[config.mk]
export PLATFORM = sky130hd
export DESIGN_NAME = baud_tick_gen
export DESIGN_NICKNAME = d
export VERILOG_FILES = /design/src/rtl/baud_tick_pkg.sv /design/src/rtl/baud_presc.sv /design/src/rtl/baud_reload_buf.sv /design/src/rtl/baud_ctrl_fsm.sv /design/src/rtl/baud_tick_gen.sv
export SDC_FILE = /design/constraint.sdc
export NUM_CORES = 1
export LEC_CHECK = 0
export CORE_MARGIN = 1
export CORE_UTILIZATION = 63
export CTS_CLUSTER_SIZE = 12
export DETAILED_ROUTE_END_ITERATION = 8
export PLACE_DENSITY = 0.88
export SKIP_LAST_GASP = 1
export SLEW_MARGIN = 10
export SYNTH_ARGS = -nofsm -noshare
export SYNTH_HDL_FRONTEND = slang
export SYNTH_SLANG_ARGS = --single-unit
[constraint.sdc]
create_clock -name clk -period 3.6 [get_ports clk]
set_input_delay 0.54 -clock clk [delete_from_list [all_inputs] [get_ports clk]]
set_output_delay 0.54 -clock clk [all_outputs]
set_load 0.01 [all_outputs]
[src/rtl/baud_tick_pkg.sv]
package baud_tick_pkg;

    typedef enum logic [1:0] {
        ST_IDLE = 2'd0,
        ST_LOAD = 2'd1,
        ST_RUN  = 2'd2
    } gen_state_e;

    localparam int NUM_DIV = 4;
    localparam int MAX_DIV = 48;
    localparam int PRE_W   = $clog2(MAX_DIV);

    // divide ratio chosen by each select code
    function automatic int unsigned div_of(input int unsigned sel);
        case (sel)
            0:       return 1;
            1:       return 4;
            2:       return 12;
            default: return 48;
        endcase
    endfunction

endpackage

[src/rtl/baud_presc.sv]
module baud_presc
    import baud_tick_pkg::*;
(
    input  logic       clk,
    input  logic       rst_n,
    input  logic       run_i,
    input  logic [1:0] sel_i,
    output logic [1:0] sel_q_o,
    output logic       step_o
);

    logic [PRE_W-1:0]   pre_cnt;
    logic [NUM_DIV-1:0] at_end;
    logic               sel_chg;

    genvar g;
    generate
        for (g = 0; g < NUM_DIV; g++) begin : g_term
            localparam int unsigned TERM = div_of(g) - 1;
            assign at_end[g] = (pre_cnt == PRE_W'(TERM));
        end
    endgenerate

    assign sel_chg = (sel_i != sel_q_o);
    assign step_o  = run_i && !sel_chg && at_end[sel_i];

    always_ff @(posedge clk or negedge rst_n) begin
        if (!rst_n) begin
            pre_cnt <= '0;
            sel_q_o <= '0;
        end else begin
            sel_q_o <= sel_i;
            if (!run_i || sel_chg || at_end[sel_i])
                pre_cnt <= '0;
            else
                pre_cnt <= pre_cnt + 1'b1;
        end
    end

endmodule

[src/rtl/baud_reload_buf.sv]
module baud_reload_buf #(
    parameter int BYTE_W = 8,
    localparam int CNT_W = 2 * BYTE_W
) (
    input  logic              clk,
    input  logic              rst_n,
    input  logic              hi_we_i,
    input  logic              lo_we_i,
    input  logic [BYTE_W-1:0] byte_i,
    output logic [CNT_W-1:0]  reload_o
);

    logic [BYTE_W-1:0] hi_hold;

    always_ff @(posedge clk or negedge rst_n) begin
        if (!rst_n) begin
            hi_hold  <= '0;
            reload_o <= '0;
        end else begin
            if (hi_we_i)
                hi_hold <= byte_i;
            if (lo_we_i)
                reload_o <= {hi_hold, byte_i};
        end
    end

endmodule

[src/rtl/baud_ctrl_fsm.sv]
module baud_ctrl_fsm
    import baud_tick_pkg::*;
#(
    parameter int CNT_W = 16
) (
    input  logic             clk,
    input  logic             rst_n,
    input  logic             enable_i,
    input  logic             step_i,
    input  logic [CNT_W-1:0] reload_i,
    output gen_state_e       state_o,
    output logic [CNT_W-1:0] cnt_o,
    output logic             run_o,
    output logic             tick_o
);

    gen_state_e state_d;
    logic       wrap;

    assign wrap  = (cnt_o == {CNT_W{1'b1}});
    assign run_o = (state_o == ST_RUN) && enable_i;

    // next-state logic
    always_comb begin
        state_d = state_o;
        unique case (state_o)
            ST_IDLE: if (enable_i)  state_d = ST_LOAD;
            ST_LOAD: state_d = enable_i ? ST_RUN : ST_IDLE;
            ST_RUN:  if (!enable_i) state_d = ST_IDLE;
            default: state_d = ST_IDLE;
        endcase
    end

    // state register
    always_ff @(posedge clk or negedge rst_n) begin
        if (!rst_n)
            state_o <= ST_IDLE;
        else
            state_o <= state_d;
    end

    // counter and tick
    always_ff @(posedge clk or negedge rst_n) begin
        if (!rst_n) begin
            cnt_o  <= '0;
            tick_o <= 1'b0;
        end else begin
            tick_o <= 1'b0;
            unique case (state_o)
                ST_IDLE: ;
                ST_LOAD: if (enable_i) cnt_o <= reload_i;
                ST_RUN: begin
                    if (run_o && step_i) begin
                        if (wrap) begin
                            cnt_o  <= reload_i;
                            tick_o <= 1'b1;
                        end else begin
                            cnt_o <= cnt_o + 1'b1;
                        end
                    end
                end
                default: ;
            endcase
        end
    end

endmodule

[src/rtl/baud_tick_gen.sv]
module baud_tick_gen
    import baud_tick_pkg::*;
#(
    parameter int BYTE_W = 8,
    localparam int CNT_W = 2 * BYTE_W
) (
    input  logic              clk,
    input  logic              rst_n,
    input  logic              enable_i,
    input  logic [1:0]        presc_sel_i,
    input  logic              hi_we_i,
    input  logic              lo_we_i,
    input  logic [BYTE_W-1:0] reload_byte_i,
    output logic              tick_o
);

    gen_state_e       state;
    logic [CNT_W-1:0] cnt;
    logic [CNT_W-1:0] reload_q;
    logic [1:0]       sel_q;
    logic             run;
    logic             step;

    baud_reload_buf #(.BYTE_W(BYTE_W)) u_buf (
        .clk      (clk),
        .rst_n    (rst_n),
        .hi_we_i  (hi_we_i),
        .lo_we_i  (lo_we_i),
        .byte_i   (reload_byte_i),
        .reload_o (reload_q)
    );

    baud_presc u_presc (
        .clk     (clk),
        .rst_n   (rst_n),
        .run_i   (run),
        .sel_i   (presc_sel_i),
        .sel_q_o (sel_q),
        .step_o  (step)
    );

    baud_ctrl_fsm #(.CNT_W(CNT_W)) u_fsm (
        .clk      (clk),
        .rst_n    (rst_n),
        .enable_i (enable_i),
        .step_i   (step),
        .reload_i (reload_q),
        .state_o  (state),
        .cnt_o    (cnt),
        .run_o    (run),
        .tick_o   (tick_o)
    );

endmodule

==> results of run 1 <==
how the worst max path moves through the flow:
stage | end | depth (start not counted)
2_1_floorplan | u_fsm.cnt_o[3]$_DFFE_PN0P_ | 8
3_3_place_gp | u_fsm.cnt_o[7]$_DFFE_PN0P_ | 6
3_5_place_dp | u_fsm.cnt_o[5]$_DFFE_PN0P_ | 6
4_1_cts | u_fsm.cnt_o[5]$_DFFE_PN0P_ | 6
5_1_grt | u_fsm.cnt_o[7]$_DFFE_PN0P_ | 6
6_report | u_fsm.cnt_o[5]$_DFFE_PN0P_ | 6
power breakdown:
part	switching (mW)	internal [mW]
Combinational	0.153	0.169
Clock	0.191	0.277
Sequential	0.142	0.684
cells by family (layout without fill, tap and decap cells):
group                      Yosys count  count (layout)  synth area share
and+or+nand+nor                     68              68             0.146
DFF                                 51              51             0.497
muxes                               35              35             0.149
adders and majority gates            3               3            0.0146
buffers and inverters               13              30            0.0278
AOI/OAI and AO/OA                   50              50             0.146
xor gates and xnor gates             6               6            0.0205
metrics by stage:
stage / hold slack, ns / util / instances / area (µm²)
after floorplan: 0.244 / - / 226 / 2570
after global placement: 0.475 / 0.727 / 283 / 2740
after detailed placement: 0.481 / 0.727 / 283 / 2740
after CTS: 0.153 / 0.763 / 291 / 2880
after global routing: 0.164 / 0.763 / 291 / 2880
final: 0.134 / 0.763 / 291 / 2880
sequential cells by signal, indices dropped and copies added, names as in the netlist:
signal,count
u_fsm.cnt_o,16
u_fsm.state_o,2
u_buf.reload_o,16
u_fsm.tick_o,1
u_presc.sel_q_o,2
u_presc.pre_cnt,6
u_buf.hi_hold,8
worst register-to-register path: stages, from the launching register on:
cell	delay, ns
dfrtp_1	0.41
ha_1	0.27
mux2i_1	0.26
nor3_4	0.09
o21ai_2	0.53
nand2_2	0.37
a222oi_1	0.40
synth_stat cells, types with 2 or more instances:
| cell | instances |
|---|---|
| a22o_1 | 2 |
| nor3_1 | 2 |
| o211ai_1 | 3 |
| nand2b_1 | 2 |
| a21oi_1 | 9 |
| ha_1 | 3 |
| a222oi_1 | 2 |
| dfrtp_1 | 51 |
| nand4_1 | 6 |
| mux2_2 | 25 |
| inv_1 | 4 |
| o21ai_0 | 5 |
| nand3_1 | 9 |
| nand2_1 | 16 |
| and3_1 | 4 |
| mux2i_1 | 10 |
| clkbuf_1 | 4 |
| a2bb2oi_1 | 5 |
| nor4_1 | 2 |
| xnor2_1 | 4 |
| a22oi_1 | 6 |
| nor2_1 | 13 |
| a31oi_1 | 4 |
| buf_4 | 2 |
| buf_6 | 2 |
| and4_1 | 4 |
| xor2_1 | 2 |
| o2bb2a_1 | 6 |
layout make-up:
type	instances	share of cell area
flip-flops and latches	51	0.444
multi-input cells	162	0.425
repair buffers	18	0.0583
clock buffers	5	0.0239
clock inverters	3	0.0235
well taps	48	0.0209
inverters	4	0.00522
layer usage:
| layer | track usage | vias to the layer above |
|---|---|---|
| met5 | 0 | - |
| met4 | 0.0897 | 0 |
| met2 | 0.420 | 54 |
| met3 | 0.0569 | 11 |
| met1 | 0.373 | 921 |
| li1 | - | 890 |
==> results.md, run 1 <==
- Run status: finished clean
- Uppermost layer routed: met4
- CTS tree: yes
- Seq cells post-synth: 51
- Post-place setup slack: 0.707 ns
- Clk_skew: 0.0143 ns
- # rows: 22
- Layout overhead on the synthesized area: 12.0%
- Met1 WL: 2260 µm
- Met2 Wirelength: between 2000 and 2500 µm
- Reg-to-Reg End: u_fsm.cnt_o[5]$_DFFE_PN0P_
- Critical Path Fanout Max: 16
- Tmin final: 2.62 ns
- Gr usage total: 0.269
- Synthesized cell area: around 0.0026 mm²
- Max Root-Sink Buffers: 2
- Die ar.: 0.00434 mm²
- Min-Delay Path Class: primary input to asynchronous set/reset pin
- Tcrit/Tclk final: 0.727
- Kind of cell adding the most delay to the critical path: compound AO/OA/AOI/OAI gates
- Clock Sinks: 51
- Sequential share of the synthesized area: 0.497
- Most used DFF post-synth: dfrtp_1
- Multi-input gate area: 0.00122 mm²
- Final Hold Viols: 0
- Area share of the largest cell type after synthesis: 0.497
- IO Count: 16
- Starting density of the core: 0.681
- Commonest non-fill, non-tap cell in the layout: dfrtp_1
- Via count: 1876
- Worst path required time: about 3.8 ns
- Cell Pwr Density: 562 mW/mm²
- Worst Setup SP: presc_sel_i[0]
- Fill cells: 260
- Crit path capture type: register
- CP max stage delay: 0.57 ns
- Top cell type by total area after synthesis: dfrtp_1
- VDD IR-drop max: 389 µV
- Setup TNS: 0 ns
- Die height: 65.9 µm
- Syn. warnings: 0
- Antenna-violating nets left: 0
- First drt pass iteration count: 4
- # resized after CTS: 0
- Reg clk slew, reported paths: roughly 0.10 ns
- Skew-Pair Late Insertion Delay: approximately 0.31 ns
- N_diodes: 0
- Static leakage: 1.14 nW
- Fmax achieved: 382 MHz
- Largest net degree at the start of global routing: 35
- CP bufs+invs: 1
- Max-cap violations: 0
- Vias in the first global route: approximately 1800
- Final HPWL DP: 3530 µm
- Synthesized instance count: roughly 230
- Mapped Nets: 244
- Inserted Clock Buffers: 5
- Core Footprint: 0.00377 mm²
- FF/Latch Area: about 0.0013 mm²
- Iter 0 DRT Violations: 139
- Vias per cell: 6.45
- Root Buffer: clkbuf_8
- Reg2Reg Depth: 6
- Max-slew violation count: 0
- R2R Setup Slk: 1.16 ns
- Final WL: 4950 µm
- Tightest Pin Transition: 0.800 ns
- Setup WS post-layout: roughly 1 ns
- WL met3: 235 µm
- H-tree depth: 2
- WL per Instance: 17.0 µm
- Slowest stage cell, crit path: clkdlybuf4s50_1
- PortBufs: 15
- First-pass GRT wire length: 8710 µm
- # setup viols final: 0
- Total grt overflow: 0
- Commonest non-fill, non-tap cells in the layout: dfrtp_1, mux2_2, nand2_1, clkdlybuf4s50_1, nor2_1
- Drt drc: 0
- Post-layout net count: 260
- Placer Congestion: around 0.89
- Hold buffers post-CTS: 0
- Total Power: 1.62 mW
- Worst path arrival time: 2.81 ns
- Chip width: 65.9 µm
- Layout cells sized above 1: 0.181
- Initial antenna violation count: 0
- Synth area leaders: dfrtp_1, mux2_2, mux2i_1
- Avg Cell Area, Syn: roughly 11 µm²
- CP Launch Type: primary input
- WS Path Type: primary input to register
- Normalized max-slew margin: 0.462
- Reg2reg start: u_presc.pre_cnt[0]$_DFF_PN0_
- CP Cell Sequence: clkdlybuf4s50_1, mux2i_1, nor3_4, o21ai_2, nand2_2, a222oi_1
- Synth cell types: 47
- RSZ-0062 raised after global routing: false
- Async S/R FF share, synth: 1.00
- Number of synthesized flops with an enable pin: 0
- Number of setup buffers added after CTS: 0
Power figures use the tool's default switching activity.
==> run 2, diff against run 1 <==
CORE_UTILIZATION = 53   (was 63)
PLACE_DENSITY = 0.79   (was 0.88)
clock period = 2.4 ns   (was 3.6 ns; I/O delays follow)
==> results.md, run 2 (same netlist as run 1, synthesis figures left out) <==
- IO Count: 16
- Placer Congestion: 0.870
- Via count: between 1500 and 2000
- Layout overhead on the synthesized area: 15.3%
- Critical Path Fanout Max: 10
- Max-cap violations: 0
- Chip width: 71.6 µm
- Core Footprint: approximately 0.0045 mm²
- PortBufs: 15
- Starting density of the core: 0.570
- Hold buffers post-CTS: 0
- Root Buffer: clkbuf_8
- Clk_skew: 0.0121 ns
- Normalized max-slew margin: 0.587
- # resized after CTS: 0
- Crit path capture type: register
- Max Root-Sink Buffers: 2
- Final Hold Viols: 0
- Setup TNS: 0 ns
- Vias in the first global route: 1934
- Cell Pwr Density: around 800 mW/mm²
- Initial antenna violation count: 0
- Drt drc: 0
- Max-slew violation count: 0
- Antenna-violating nets left: 0
- Gr usage total: 0.236
- H-tree depth: 2
- Clock Sinks: 51
- Number of setup buffers added after CTS: 0
- CTS tree: yes
- RSZ-0062 raised after global routing: false
- Post-Layout Inst Area: 0.00296 mm²
- # rows: 24
- Tmin final: 2.10 ns
- Total grt overflow: 0
- VDD IR-drop max: 523 µV
- Vias per cell: 6.20
- Largest net degree at the start of global routing: 52
- Die height: approximately 72 µm
- Placed inst area: about 0.0028 mm²
- Run status: finished clean
- Worst path required time: 2.59 ns
- Die ar.: 0.00513 mm²
- First-pass GRT wire length: 9230 µm
- Iter 0 DRT Violations: 161
- Final WL: ~5300 µm
- Commonest non-fill, non-tap cells in the layout: dfrtp_1, mux2_2, nand2_1, clkdlybuf4s50_1
- Fmax achieved: 476 MHz
- Worst path arrival time: 2.29 ns
- Tightest Pin Transition: 0.619 ns
- # setup viols final: 0
- R2R Setup Slk: 0.30 ns
- Largest regs: u_buf.reload_o: 16 flops, u_fsm.cnt_o: 16 flops, u_buf.hi_hold: 8 flops
- WL per Instance: 17.2 µm
- Layout cells sized above 1: 0.217
- WS Path Type: register to register
- Final HPWL DP: between 3000 and 4000 µm
- Inserted Clock Buffers: 5
- CP Launch Type: register
- Skew-Pair Late Insertion Delay: 0.31 ns
- N_diodes: 0
- Post-layout net count: 271
- Tcrit/Tclk final: 0.875
- Commonest non-fill, non-tap cell in the layout: dfrtp_1
- Static leakage: 1.20 nW
- First drt pass iteration count: 5
- Reg clk slew, reported paths: 0.10 ns
- Min-Delay Path Class: primary input to asynchronous set/reset pin
run 2: changes by cell type in the layout (fill, tap and decap cells not counted):
cell	delta
clkinvlp_4	-1
buf_12	+1
clkbuf_8	+1
bufinv_16	-1
buf_4	+10
inv_6	+1
run 2: report_power, final:
group | internal [mW] | leakage, nW | switching, mW
logic | 0.266 | 0.530 | 0.236
clock network | 0.343 | 0.0618 | 0.287
registers | 1.03 | 0.610 | 0.217
total | 1.64 | 1.20 | 0.740
run 2: metrics by stage:
step / power, mW / utilization / worst slack (ns) / hold WS [ns] / instances
2_1_floorplan: 1.57 / - / 0.435 / 0.0644 / 226
3_3_place_gp: 1.72 / 0.631 / 0.167 / 0.483 / 298
3_5_place_dp: 1.75 / 0.631 / 0.0976 / 0.490 / 298
4_1_cts: 2.38 / 0.658 / 0.303 / 0.167 / 306
5_1_grt: 2.51 / 0.658 / 0.191 / 0.214 / 306
6_report: 2.38 / 0.658 / 0.299 / 0.133 / 306
run 2: cell type report:
cell class,instances,area (µm²)
Clock buffer,6,82.6
Clock inverter,2,38.8
Fill cell,366,1540
Inverter,4,15.0
Multi-Input combinational cell,162,1220
Sequential cell,51,1280
Tap cell,52,65.1
Timing Repair Buffer,29,263
run 2: per-layer routing:
layer | track usage | wire (µm)
met1 | 0.340 | 2490
met2 | 0.360 | 2360
met3 | 0.0549 | 323
met4 | 0.0741 | 75
met5 | 0 | 0
run 2: final timing paths:
path                       depth (start not counted)                            to                         start
min in group clk                                   1  u_buf.hi_hold[2]$_DFFE_PN0P_  u_buf.hi_hold[2]$_DFFE_PN0P_
hold / removal                                     2  u_presc.pre_cnt[2]$_DFF_PN0_                         rst_n
setup reg to reg                                   7    u_fsm.cnt_o[4]$_DFFE_PN0P_    u_fsm.cnt_o[0]$_DFFE_PN0P_
setup / recovery                                   7    u_fsm.cnt_o[4]$_DFFE_PN0P_    u_fsm.cnt_o[0]$_DFFE_PN0P_
max in group asynchronous                          2  u_buf.hi_hold[0]$_DFFE_PN0P_                         rst_n
hold reg to reg                                    1  u_buf.hi_hold[2]$_DFFE_PN0P_  u_buf.hi_hold[2]$_DFFE_PN0P_
run 2: critical path, stage by stage (launching register included):
cell      delay, ns
dfrtp_1        0.43
ha_1           0.28
and3_1         0.20
and4_1         0.22
a21oi_1        0.20
buf_4          0.23
mux2i_1        0.19
o2bb2a_1       0.23
